--- src/rtl/dmahr_pkg.sv ---
package dmahr_pkg;

   // Mode byte, packed from bit 7 down to bit 0.
   typedef struct packed {
      logic       autoload;
      logic       tc_stop;
      logic       ext_write;
      logic       rotate;
      logic [3:0] ch_en;
   } dmahr_mode_t;

   typedef enum logic [1:0] {
      SEL_NONE = 2'd0,
      SEL_CHAN = 2'd1,
      SEL_MODE = 2'd2
   } dmahr_sel_e;

endpackage

--- src/rtl/dmahr_bus_if.sv ---
module dmahr_bus_if (
   input  logic clk,
   input  logic rst,
   input  logic cs_n,
   input  logic rd_n,
   input  logic wr_n,
   output logic rd_act,
   output logic wr_evt,
   output logic rd_end
);

   logic wr_act;
   logic wr_act_q;
   logic rd_act_q;

   assign wr_act = ~cs_n & ~wr_n;
   assign rd_act = ~cs_n & ~rd_n;
   assign wr_evt = wr_act & ~wr_act_q;
   assign rd_end = rd_act_q & ~rd_act;

   always_ff @(posedge clk) begin
      if (rst) begin
         wr_act_q <= 1'b0;
         rd_act_q <= 1'b0;
      end else begin
         wr_act_q <= wr_act;
         rd_act_q <= rd_act;
      end
   end

   AST_ONE_WRITE_PER_STROBE: assert property (@(posedge clk) disable iff (rst)
      wr_evt |=> !wr_evt);

endmodule

--- src/rtl/dmahr_chan_bank.sv ---
module dmahr_chan_bank #(
   parameter int NUM_CH = 4,
   parameter int ADDR_W = 16,
   parameter int CNT_W  = 14,
   parameter int DATA_W = 8,
   localparam int CH_W  = (NUM_CH > 1) ? $clog2(NUM_CH) : 1,
   localparam int CHI_W = CNT_W - DATA_W
) (
   input  logic                     clk,
   input  logic                     rst,
   input  logic                     chan_we,
   input  logic [CH_W-1:0]          sel_ch,
   input  logic                     sel_cnt,
   input  logic                     hi_byte,
   input  logic [DATA_W-1:0]        wdata,
   output logic [DATA_W-1:0]        rd_byte,
   output logic [NUM_CH*ADDR_W-1:0] addr_flat,
   output logic [NUM_CH*CNT_W-1:0]  cnt_flat,
   output logic [NUM_CH-1:0]        ld_addr,
   output logic [NUM_CH-1:0]        ld_cnt
);

   logic [NUM_CH*DATA_W-1:0] cnt_hi_flat;
   logic [NUM_CH-1:0]        ld_addr_nxt;
   logic [NUM_CH-1:0]        ld_cnt_nxt;

   for (genvar i = 0; i < NUM_CH; i++) begin : g_ch
      logic [ADDR_W-1:0] a_q;
      logic [CNT_W-1:0]  c_q;
      logic              hit;

      assign hit = chan_we && (sel_ch == CH_W'(i));

      always_ff @(posedge clk) begin
         if (rst) begin
            a_q <= '0;
         end else if (hit && !sel_cnt) begin
            if (hi_byte) a_q[ADDR_W-1:DATA_W] <= wdata;
            else         a_q[DATA_W-1:0]      <= wdata;
         end
      end

      always_ff @(posedge clk) begin
         if (rst) begin
            c_q <= '0;
         end else if (hit && sel_cnt) begin
            if (hi_byte) c_q[CNT_W-1:DATA_W] <= wdata[CHI_W-1:0];
            else         c_q[DATA_W-1:0]     <= wdata;
         end
      end

      // Count high byte is narrower than the bus unless CNT_W = 2*DATA_W.
      if (CHI_W < DATA_W) begin : g_pad
         assign cnt_hi_flat[i*DATA_W +: DATA_W] =
            {{(DATA_W-CHI_W){1'b0}}, c_q[CNT_W-1:DATA_W]};
      end else begin : g_full
         assign cnt_hi_flat[i*DATA_W +: DATA_W] = c_q[CNT_W-1:DATA_W];
      end

      assign addr_flat[i*ADDR_W +: ADDR_W] = a_q;
      assign cnt_flat[i*CNT_W +: CNT_W]    = c_q;
      assign ld_addr_nxt[i] = hit && !sel_cnt && hi_byte;
      assign ld_cnt_nxt[i]  = hit &&  sel_cnt && hi_byte;
   end

   always_ff @(posedge clk) begin
      if (rst) begin
         ld_addr <= '0;
         ld_cnt  <= '0;
      end else begin
         ld_addr <= ld_addr_nxt;
         ld_cnt  <= ld_cnt_nxt;
      end
   end

   always_comb begin
      rd_byte = '0;
      if (sel_cnt) begin
         if (hi_byte) rd_byte = cnt_hi_flat[sel_ch*DATA_W +: DATA_W];
         else         rd_byte = cnt_flat[sel_ch*CNT_W +: DATA_W];
      end else begin
         if (hi_byte) rd_byte = addr_flat[sel_ch*ADDR_W+DATA_W +: DATA_W];
         else         rd_byte = addr_flat[sel_ch*ADDR_W +: DATA_W];
      end
   end

   AST_LOAD_PULSE_SINGLE: assert property (@(posedge clk) disable iff (rst)
      $onehot0({ld_cnt, ld_addr}));
   AST_LOAD_AFTER_HI_WRITE: assert property (@(posedge clk) disable iff (rst)
      (|{ld_cnt, ld_addr}) |-> ($past(chan_we) && $past(hi_byte)));

endmodule

--- src/rtl/dmahr_status.sv ---
module dmahr_status #(
   parameter int NUM_CH = 4
) (
   input  logic              clk,
   input  logic              rst,
   input  logic [NUM_CH-1:0] tc_set,
   input  logic              clr,
   output logic [NUM_CH-1:0] tc_flags
);

   always_ff @(posedge clk) begin
      if (rst) tc_flags <= '0;
      else     tc_flags <= (tc_flags & ~{NUM_CH{clr}}) | tc_set;
   end

   AST_TC_CAPTURED: assert property (@(posedge clk) disable iff (rst)
      (|tc_set) |=> ((tc_flags & $past(tc_set)) == $past(tc_set)));
   AST_TC_HELD: assert property (@(posedge clk) disable iff (rst)
      (!clr && (|tc_flags)) |=> ((tc_flags & $past(tc_flags)) == $past(tc_flags)));

endmodule

--- src/rtl/dmahr_top.sv ---
module dmahr_top
   import dmahr_pkg::*;
#(
   parameter int NUM_CH = 4,
   parameter int ADDR_W = 16,
   parameter int CNT_W  = 14,
   parameter int DATA_W = 8,
   parameter int REG_AW = 4
) (
   input  logic                     clk,
   input  logic                     rst,
   input  logic                     cs_n,
   input  logic                     rd_n,
   input  logic                     wr_n,
   input  logic [REG_AW-1:0]        reg_addr,
   input  logic [DATA_W-1:0]        wdata,
   output logic [DATA_W-1:0]        rdata,
   input  logic [NUM_CH-1:0]        tc_set,
   input  logic                     upd_busy,
   output logic                     cfg_autoload,
   output logic                     cfg_tc_stop,
   output logic                     cfg_ext_write,
   output logic                     cfg_rotate,
   output logic [NUM_CH-1:0]        cfg_ch_en,
   output logic [NUM_CH*ADDR_W-1:0] ch_base_addr,
   output logic [NUM_CH*CNT_W-1:0]  ch_base_cnt,
   output logic [NUM_CH-1:0]        ld_addr,
   output logic [NUM_CH-1:0]        ld_cnt
);

   localparam int CH_W = (NUM_CH > 1) ? $clog2(NUM_CH) : 1;
   localparam logic [REG_AW-1:0] CHAN_LIMIT = REG_AW'(2*NUM_CH);
   localparam logic [REG_AW-1:0] MODE_ADDR  = REG_AW'(2*NUM_CH);
   localparam int STAT_PAD = DATA_W - NUM_CH - 1;

   // Elaboration checks: fixed mode/status layout and byte-pair access.
   if (NUM_CH != 4) begin : g_bad_ch
      $error("dmahr_top: mode and status layouts need NUM_CH = 4");
   end
   if (ADDR_W != 2*DATA_W) begin : g_bad_aw
      $error("dmahr_top: ADDR_W must be two bus bytes");
   end
   if (CNT_W <= DATA_W || CNT_W > 2*DATA_W) begin : g_bad_cw
      $error("dmahr_top: CNT_W must span more than one and at most two bytes");
   end
   if (REG_AW < CH_W + 2) begin : g_bad_ra
      $error("dmahr_top: REG_AW too small for the register map");
   end
   if (DATA_W != 8) begin : g_bad_dw
      $error("dmahr_top: the mode byte is eight bits wide");
   end

   logic        rd_act, wr_evt, rd_end;
   dmahr_sel_e  sel;
   logic        ptr_q;
   logic        rd_chan_q, rd_stat_q;
   dmahr_mode_t mode_q;
   logic [DATA_W-1:0] chan_byte;
   logic [NUM_CH-1:0] tc_flags;
   logic [DATA_W-1:0] stat_byte;

   dmahr_bus_if u_bus (
      .clk    (clk),
      .rst    (rst),
      .cs_n   (cs_n),
      .rd_n   (rd_n),
      .wr_n   (wr_n),
      .rd_act (rd_act),
      .wr_evt (wr_evt),
      .rd_end (rd_end)
   );

   always_comb begin
      if (reg_addr < CHAN_LIMIT)      sel = SEL_CHAN;
      else if (reg_addr == MODE_ADDR) sel = SEL_MODE;
      else                            sel = SEL_NONE;
   end

   // Remember what the current read targets; the strobe may end after the address moves.
   always_ff @(posedge clk) begin
      if (rst) begin
         rd_chan_q <= 1'b0;
         rd_stat_q <= 1'b0;
      end else if (rd_act) begin
         rd_chan_q <= (sel == SEL_CHAN);
         rd_stat_q <= (sel == SEL_MODE);
      end
   end

   always_ff @(posedge clk) begin
      if (rst)
         ptr_q <= 1'b0;
      else if (wr_evt && sel == SEL_MODE)
         ptr_q <= 1'b0;
      else if ((wr_evt && sel == SEL_CHAN) || (rd_end && rd_chan_q))
         ptr_q <= ~ptr_q;
   end

   always_ff @(posedge clk) begin
      if (rst)                           mode_q <= '0;
      else if (wr_evt && sel == SEL_MODE) mode_q <= dmahr_mode_t'(wdata);
   end

   dmahr_chan_bank #(
      .NUM_CH (NUM_CH),
      .ADDR_W (ADDR_W),
      .CNT_W  (CNT_W),
      .DATA_W (DATA_W)
   ) u_bank (
      .clk       (clk),
      .rst       (rst),
      .chan_we   (wr_evt && sel == SEL_CHAN),
      .sel_ch    (reg_addr[CH_W:1]),
      .sel_cnt   (reg_addr[0]),
      .hi_byte   (ptr_q),
      .wdata     (wdata),
      .rd_byte   (chan_byte),
      .addr_flat (ch_base_addr),
      .cnt_flat  (ch_base_cnt),
      .ld_addr   (ld_addr),
      .ld_cnt    (ld_cnt)
   );

   dmahr_status #(
      .NUM_CH (NUM_CH)
   ) u_stat (
      .clk      (clk),
      .rst      (rst),
      .tc_set   (tc_set),
      .clr      (rd_end && rd_stat_q),
      .tc_flags (tc_flags)
   );

   assign stat_byte = {{STAT_PAD{1'b0}}, upd_busy, tc_flags};

   always_comb begin
      rdata = '0;
      if (rd_act) begin
         if (sel == SEL_CHAN)      rdata = chan_byte;
         else if (sel == SEL_MODE) rdata = stat_byte;
      end
   end

   assign cfg_autoload  = mode_q.autoload;
   assign cfg_tc_stop   = mode_q.tc_stop;
   assign cfg_ext_write = mode_q.ext_write;
   assign cfg_rotate    = mode_q.rotate;
   assign cfg_ch_en     = mode_q.ch_en;

   AST_PTR_CLEARED_BY_MODE: assert property (@(posedge clk) disable iff (rst)
      (wr_evt && sel == SEL_MODE) |=> !ptr_q);
   AST_PTR_FLIPS_ON_CHAN: assert property (@(posedge clk) disable iff (rst)
      (wr_evt && sel == SEL_CHAN) |=> (ptr_q != $past(ptr_q)));
   AST_NOCS_HOLDS_STATE: assert property (@(posedge clk) disable iff (rst)
      (cs_n && $past(cs_n)) |=> ($stable(mode_q) && $stable(ptr_q)));
   AST_CNT_HI_PADDED: assert property (@(posedge clk) disable iff (rst)
      (rd_act && sel == SEL_CHAN && reg_addr[0] && ptr_q) |-> (rdata[DATA_W-1:CNT_W-DATA_W] == '0));
   AST_STATUS_TOP_ZERO: assert property (@(posedge clk) disable iff (rst)
      (rd_act && sel == SEL_MODE) |-> (rdata[DATA_W-1:NUM_CH+1] == '0));
   AST_UNUSED_READ_ZERO: assert property (@(posedge clk) disable iff (rst)
      (rd_act && sel == SEL_NONE) |-> (rdata == '0));

endmodule

--- config.mk ---
export PLATFORM = sky130hd
export DESIGN_NAME = dmahr_top
export DESIGN_NICKNAME = d
export VERILOG_FILES = /design/src/rtl/dmahr_pkg.sv /design/src/rtl/dmahr_bus_if.sv /design/src/rtl/dmahr_chan_bank.sv /design/src/rtl/dmahr_status.sv /design/src/rtl/dmahr_top.sv
export SDC_FILE = /design/constraint.sdc
export NUM_CORES = 1
export LEC_CHECK = 0
export CORE_ASPECT_RATIO = 1.75
export CORE_UTILIZATION = 57
export DETAILED_ROUTE_END_ITERATION = 12
export DONT_BUFFER_PORTS = 1
export GPL_ROUTABILITY_DRIVEN = 0
export GPL_TIMING_DRIVEN = 0
export PLACE_DENSITY = 0.75
export SLEW_MARGIN = 30
export SYNTH_ARGS = -nofsm -noshare
export SYNTH_HDL_FRONTEND = slang
export SYNTH_SLANG_ARGS = --single-unit
--- constraint.sdc ---
create_clock -name clk -period 1.7 [get_ports clk]
set_input_delay 0 -clock clk [delete_from_list [all_inputs] [get_ports clk]]
set_output_delay 0 -clock clk [all_outputs]
set_load 0.01 [all_outputs]
==> impl_metrics.yaml <==
finish:
  final_cell_mix: "dfxtp_1 (144), nor2_1 (143), mux2i_1 (128)"
  num-fill-cells: 763
  final_util: 0.701
  drive_gt1_frac: 0.193
  nets: 635
  area_growth_pct: 20.4
  fin_cells: 757
  final_common_cell: "dfxtp_1"
pwr:
  power_frac_seq: 0.451
  power.leakage_nw: 3.65
  p_sw_frac: 0.237
  intPower_mw: 5.83
  p_sw_mw: 1.82
  peakVddDrop_mv: 0.840
  finalPower_mw: 7.65
  p_clk_frac: 0.486
  combPwrFrac: 0.063
  p_per_area_nw_per_um2: 1020
setup_path:
  cp-start-kind: "flop"
  worst-setup-path-type: "flop to output pin"
  r2r_cells: 9
  critPathArrivalTime_ps: 2140
  end_kind: "output pin"
  r2r_setup_slack_ps: -160
  crit_fanout: 5
  r2r_start: "ptr_q$_SDFFE_PP0P_"
  r2r-end: "u_bank.g_ch[2].a_q[15]$_SDFFE_PP0P_"
  crit_required_ps: 1700
logic_synthesis:
  ys_ff_latch: 145
  syn-cell-area_um2: 6200
  yosys_warnings: 0
  synth_cell_type_count: 34
  ys_seq_area_frac: 0.468
  synth_nets: 588
  synth_cells: 566
  avgSynthCellArea_um2: 10.9
timing:
  fin_tns_setup_ps: -7540
  min_period_ps: 2140
  final_hold_viol_count: 1
  period_share: 1.26
  fin_hold_ws_ps: -79.7
  maxSlewHeadroom: 0.394
  rsz0062_at_grt: "true"
  worst_pin_slew_ps: 900
  fmax_mhz: 467
  maxSlewViolCount: 0
  layout_setup_ws_ps: -442
  skew_ps: 7.84
  finalSetupViolCount: 73
global_route:
  antenna_found_initial: 0
  grt_usage: 0.353
  grt-ovfl-total: 0
  grt_max_degree: 17
  grt_pass1_wl_mm: 28.5
  grt_pass1_vias: 5043
routing:
  drt.antenna.violating_nets: 0
  wl_mm: 20.1
  firstDrtPassIters: 5
  drc: 0
  wl_per_cell_um: 26.6
  initialDrtViolationCount: 572
  vias: 4917
  via_per_inst: 6.50
status:
  violations: "hold timing, setup timing"
  run_status: "finished with violations"
placed_design:
  io_buffer_count: 0
  dp_cells: 696
  dp_hpwl_mm: 13.8
floorplan:
  rows: 50
  start_util: 0.583
  design.core.area_um2: 10600
  die_area_um2: 11300
  io_pins: 166
  die_x_um: 80.8
  die_h_um: 140
clock_tree:
  clk_path_buf_depth: 2
  clk_root_buffer_cell: "clkbuf_16"
  cts.sink_count: 145
  clkSlewWorstSetupHoldPaths_ps: 60
  worstSkewPairLatency_ps: 420
  htreeDepth: 4
  cts_buffers: 17
  cts_tree: "built"
hold_path:
  hold_end: "rd_stat_q$_SDFFE_PP0P_"
  min_from: "rd_n"
  worstHoldPathType: "primary input to flop"
  hold_depth: 3
flow_run:
  cap_violations: 0
[power groups by stage]
stage / Clock, mW / Sequential [mW] / Combinational (mW)
4_1_cts: 3.70 / 3.45 / 0.397
3_3_place_gp: 0 / 3.52 / 0.351
6_report: 3.71 / 3.45 / 0.479
3_5_place_dp: 0 / 3.52 / 0.358
2_1_floorplan: 0 / 3.52 / 0.248
5_1_grt: 3.84 / 3.45 / 0.500
[worst max path at each step]
stage	start	endpoint	slack (ps)
after floorplan	ptr_q$_SDFFE_PP0P_	u_bank.g_ch[1].a_q[0]$_SDFFE_PP0P_	40
after global placement	ptr_q$_SDFFE_PP0P_	u_bank.g_ch[2].a_q[8]$_SDFFE_PP0P_	-310
after detailed placement	ptr_q$_SDFFE_PP0P_	u_bank.g_ch[2].a_q[15]$_SDFFE_PP0P_	-360
after CTS	ptr_q$_SDFFE_PP0P_	rdata[1]	-430
after global routing	ptr_q$_SDFFE_PP0P_	rdata[1]	-450
final	ptr_q$_SDFFE_PP0P_	rdata[1]	-440
[metal layers]
layer / wire [um] / vias to the layer above / global-route usage
met5: 0 / - / 0
met4: 1210 / 0 / 0.234
met3: 2060 / 94 / 0.130
met2: 10300 / 323 / 0.582
met1: 6570 / 2398 / 0.364
li1: - / 2102 / -
[cell families (layout without fill, tap and decap cells)]
| logic type | after synthesis | in the layout | share of synthesized area |
|---|---|---|---|
| AOI/OAI and AO/OA | 25 | 25 | 0.0297 |
| and+or+nand+nor | 182 | 182 | 0.134 |
| xor gates and xnor gates | 1 | 1 | 0.00141 |
| other | 0 | 1 | 0 |
| buffers and inverters | 49 | 109 | 0.0347 |
| muxes | 164 | 164 | 0.331 |
| DFF | 145 | 145 | 0.468 |
[what timing repair did]
item                       in CTS  in global routing
gates cloned                    1                  3
setup buffers                   2                 12
pin swaps                       8                 20
hold buffers                   10                  1
setup endpoints to repair     132                 93
hold endpoints to repair       14                  2
resized for setup              18                 50
[per-stage QoR]
step                      hold WS (ps)  setup slack [ps]  instance area (um2)
final                            -79.7              -442                 7460
after global routing             -26.6              -452                 7460
after CTS                        -87.6              -434                 7120
after detailed placement          80.3              -362                 6360
after global placement            78.0              -310                 6360
after floorplan                   76.8              41.4                 6200
[synthesized netlist by cell type]
library cell / number / share of area
dfxtp_1: 145 / 0.47
nor2_1: 144 / 0.087
mux2i_1: 129 / 0.21
clkbuf_1: 33 / 0.020
mux4_2: 18 / 0.065
buf_2: 13 / 0.010
nand3_2: 12 / 0.019
mux4_1: 11 / 0.047
a21oi_1: 9 / 0.0073
mux2_2: 6 / 0.011
a221o_1: 5 / 0.0081
a22o_1: 5 / 0.0071
nand3_1: 5 / 0.0040
nor2b_1: 5 / 0.0050
a22oi_1: 3 / 0.0036
nand2_1: 3 / 0.0018
buf_6: 2 / 0.0036
nor4_1: 2 / 0.0020
a311o_1: 1 / 0.0016
a31oi_1: 1 / 0.0010
and2_1: 1 / 0.0010
buf_1: 1 / 0.00061
nand2b_1: 1 / 0.0010
nor2_2: 1 / 0.0010
nor3_1: 1 / 0.00081
nor3b_1: 1 / 0.0012
nor4_4: 1 / 0.0034
nor4b_1: 1 / 0.0014
o22ai_1: 1 / 0.0010
or2_2: 1 / 0.0010
or3_1: 1 / 0.0010
or3b_1: 1 / 0.0014
or4b_1: 1 / 0.0016
xor2_1: 1 / 0.0014
[state kept, by name, summed over array words and instances (netlist names), 4 cells and up]
| register | count |
|---|---|
| cfg_ch_en | 4 |
| u_bank.g_ch.a_q | 64 |
| u_bank.ld_cnt | 4 |
| u_bank.ld_addr | 4 |
| u_bank.g_ch.c_q | 56 |
| u_stat.tc_flags | 4 |
[layout make-up]
type / instances / area [um2] / share of cell area
buffer: 48 / 268 / 0.0359
clock buffer: 19 / 453 / 0.0607
timing repair buffer: 29 / 294 / 0.0394
sequential: 145 / 2900 / 0.389
multi-input combinational: 372 / 3240 / 0.434
antenna: 1 / 2.50 / 0.000335
tap: 130 / 163 / 0.0218
clock inverter: 13 / 135 / 0.0181
[worst max-delay path: stages (launching register included)]
cell     delay, ps
dfxtp_2        350
buf_8          140
mux4_2         540
mux2_4         320
a221o_1        380
Power figures use the tool's default switching activity.
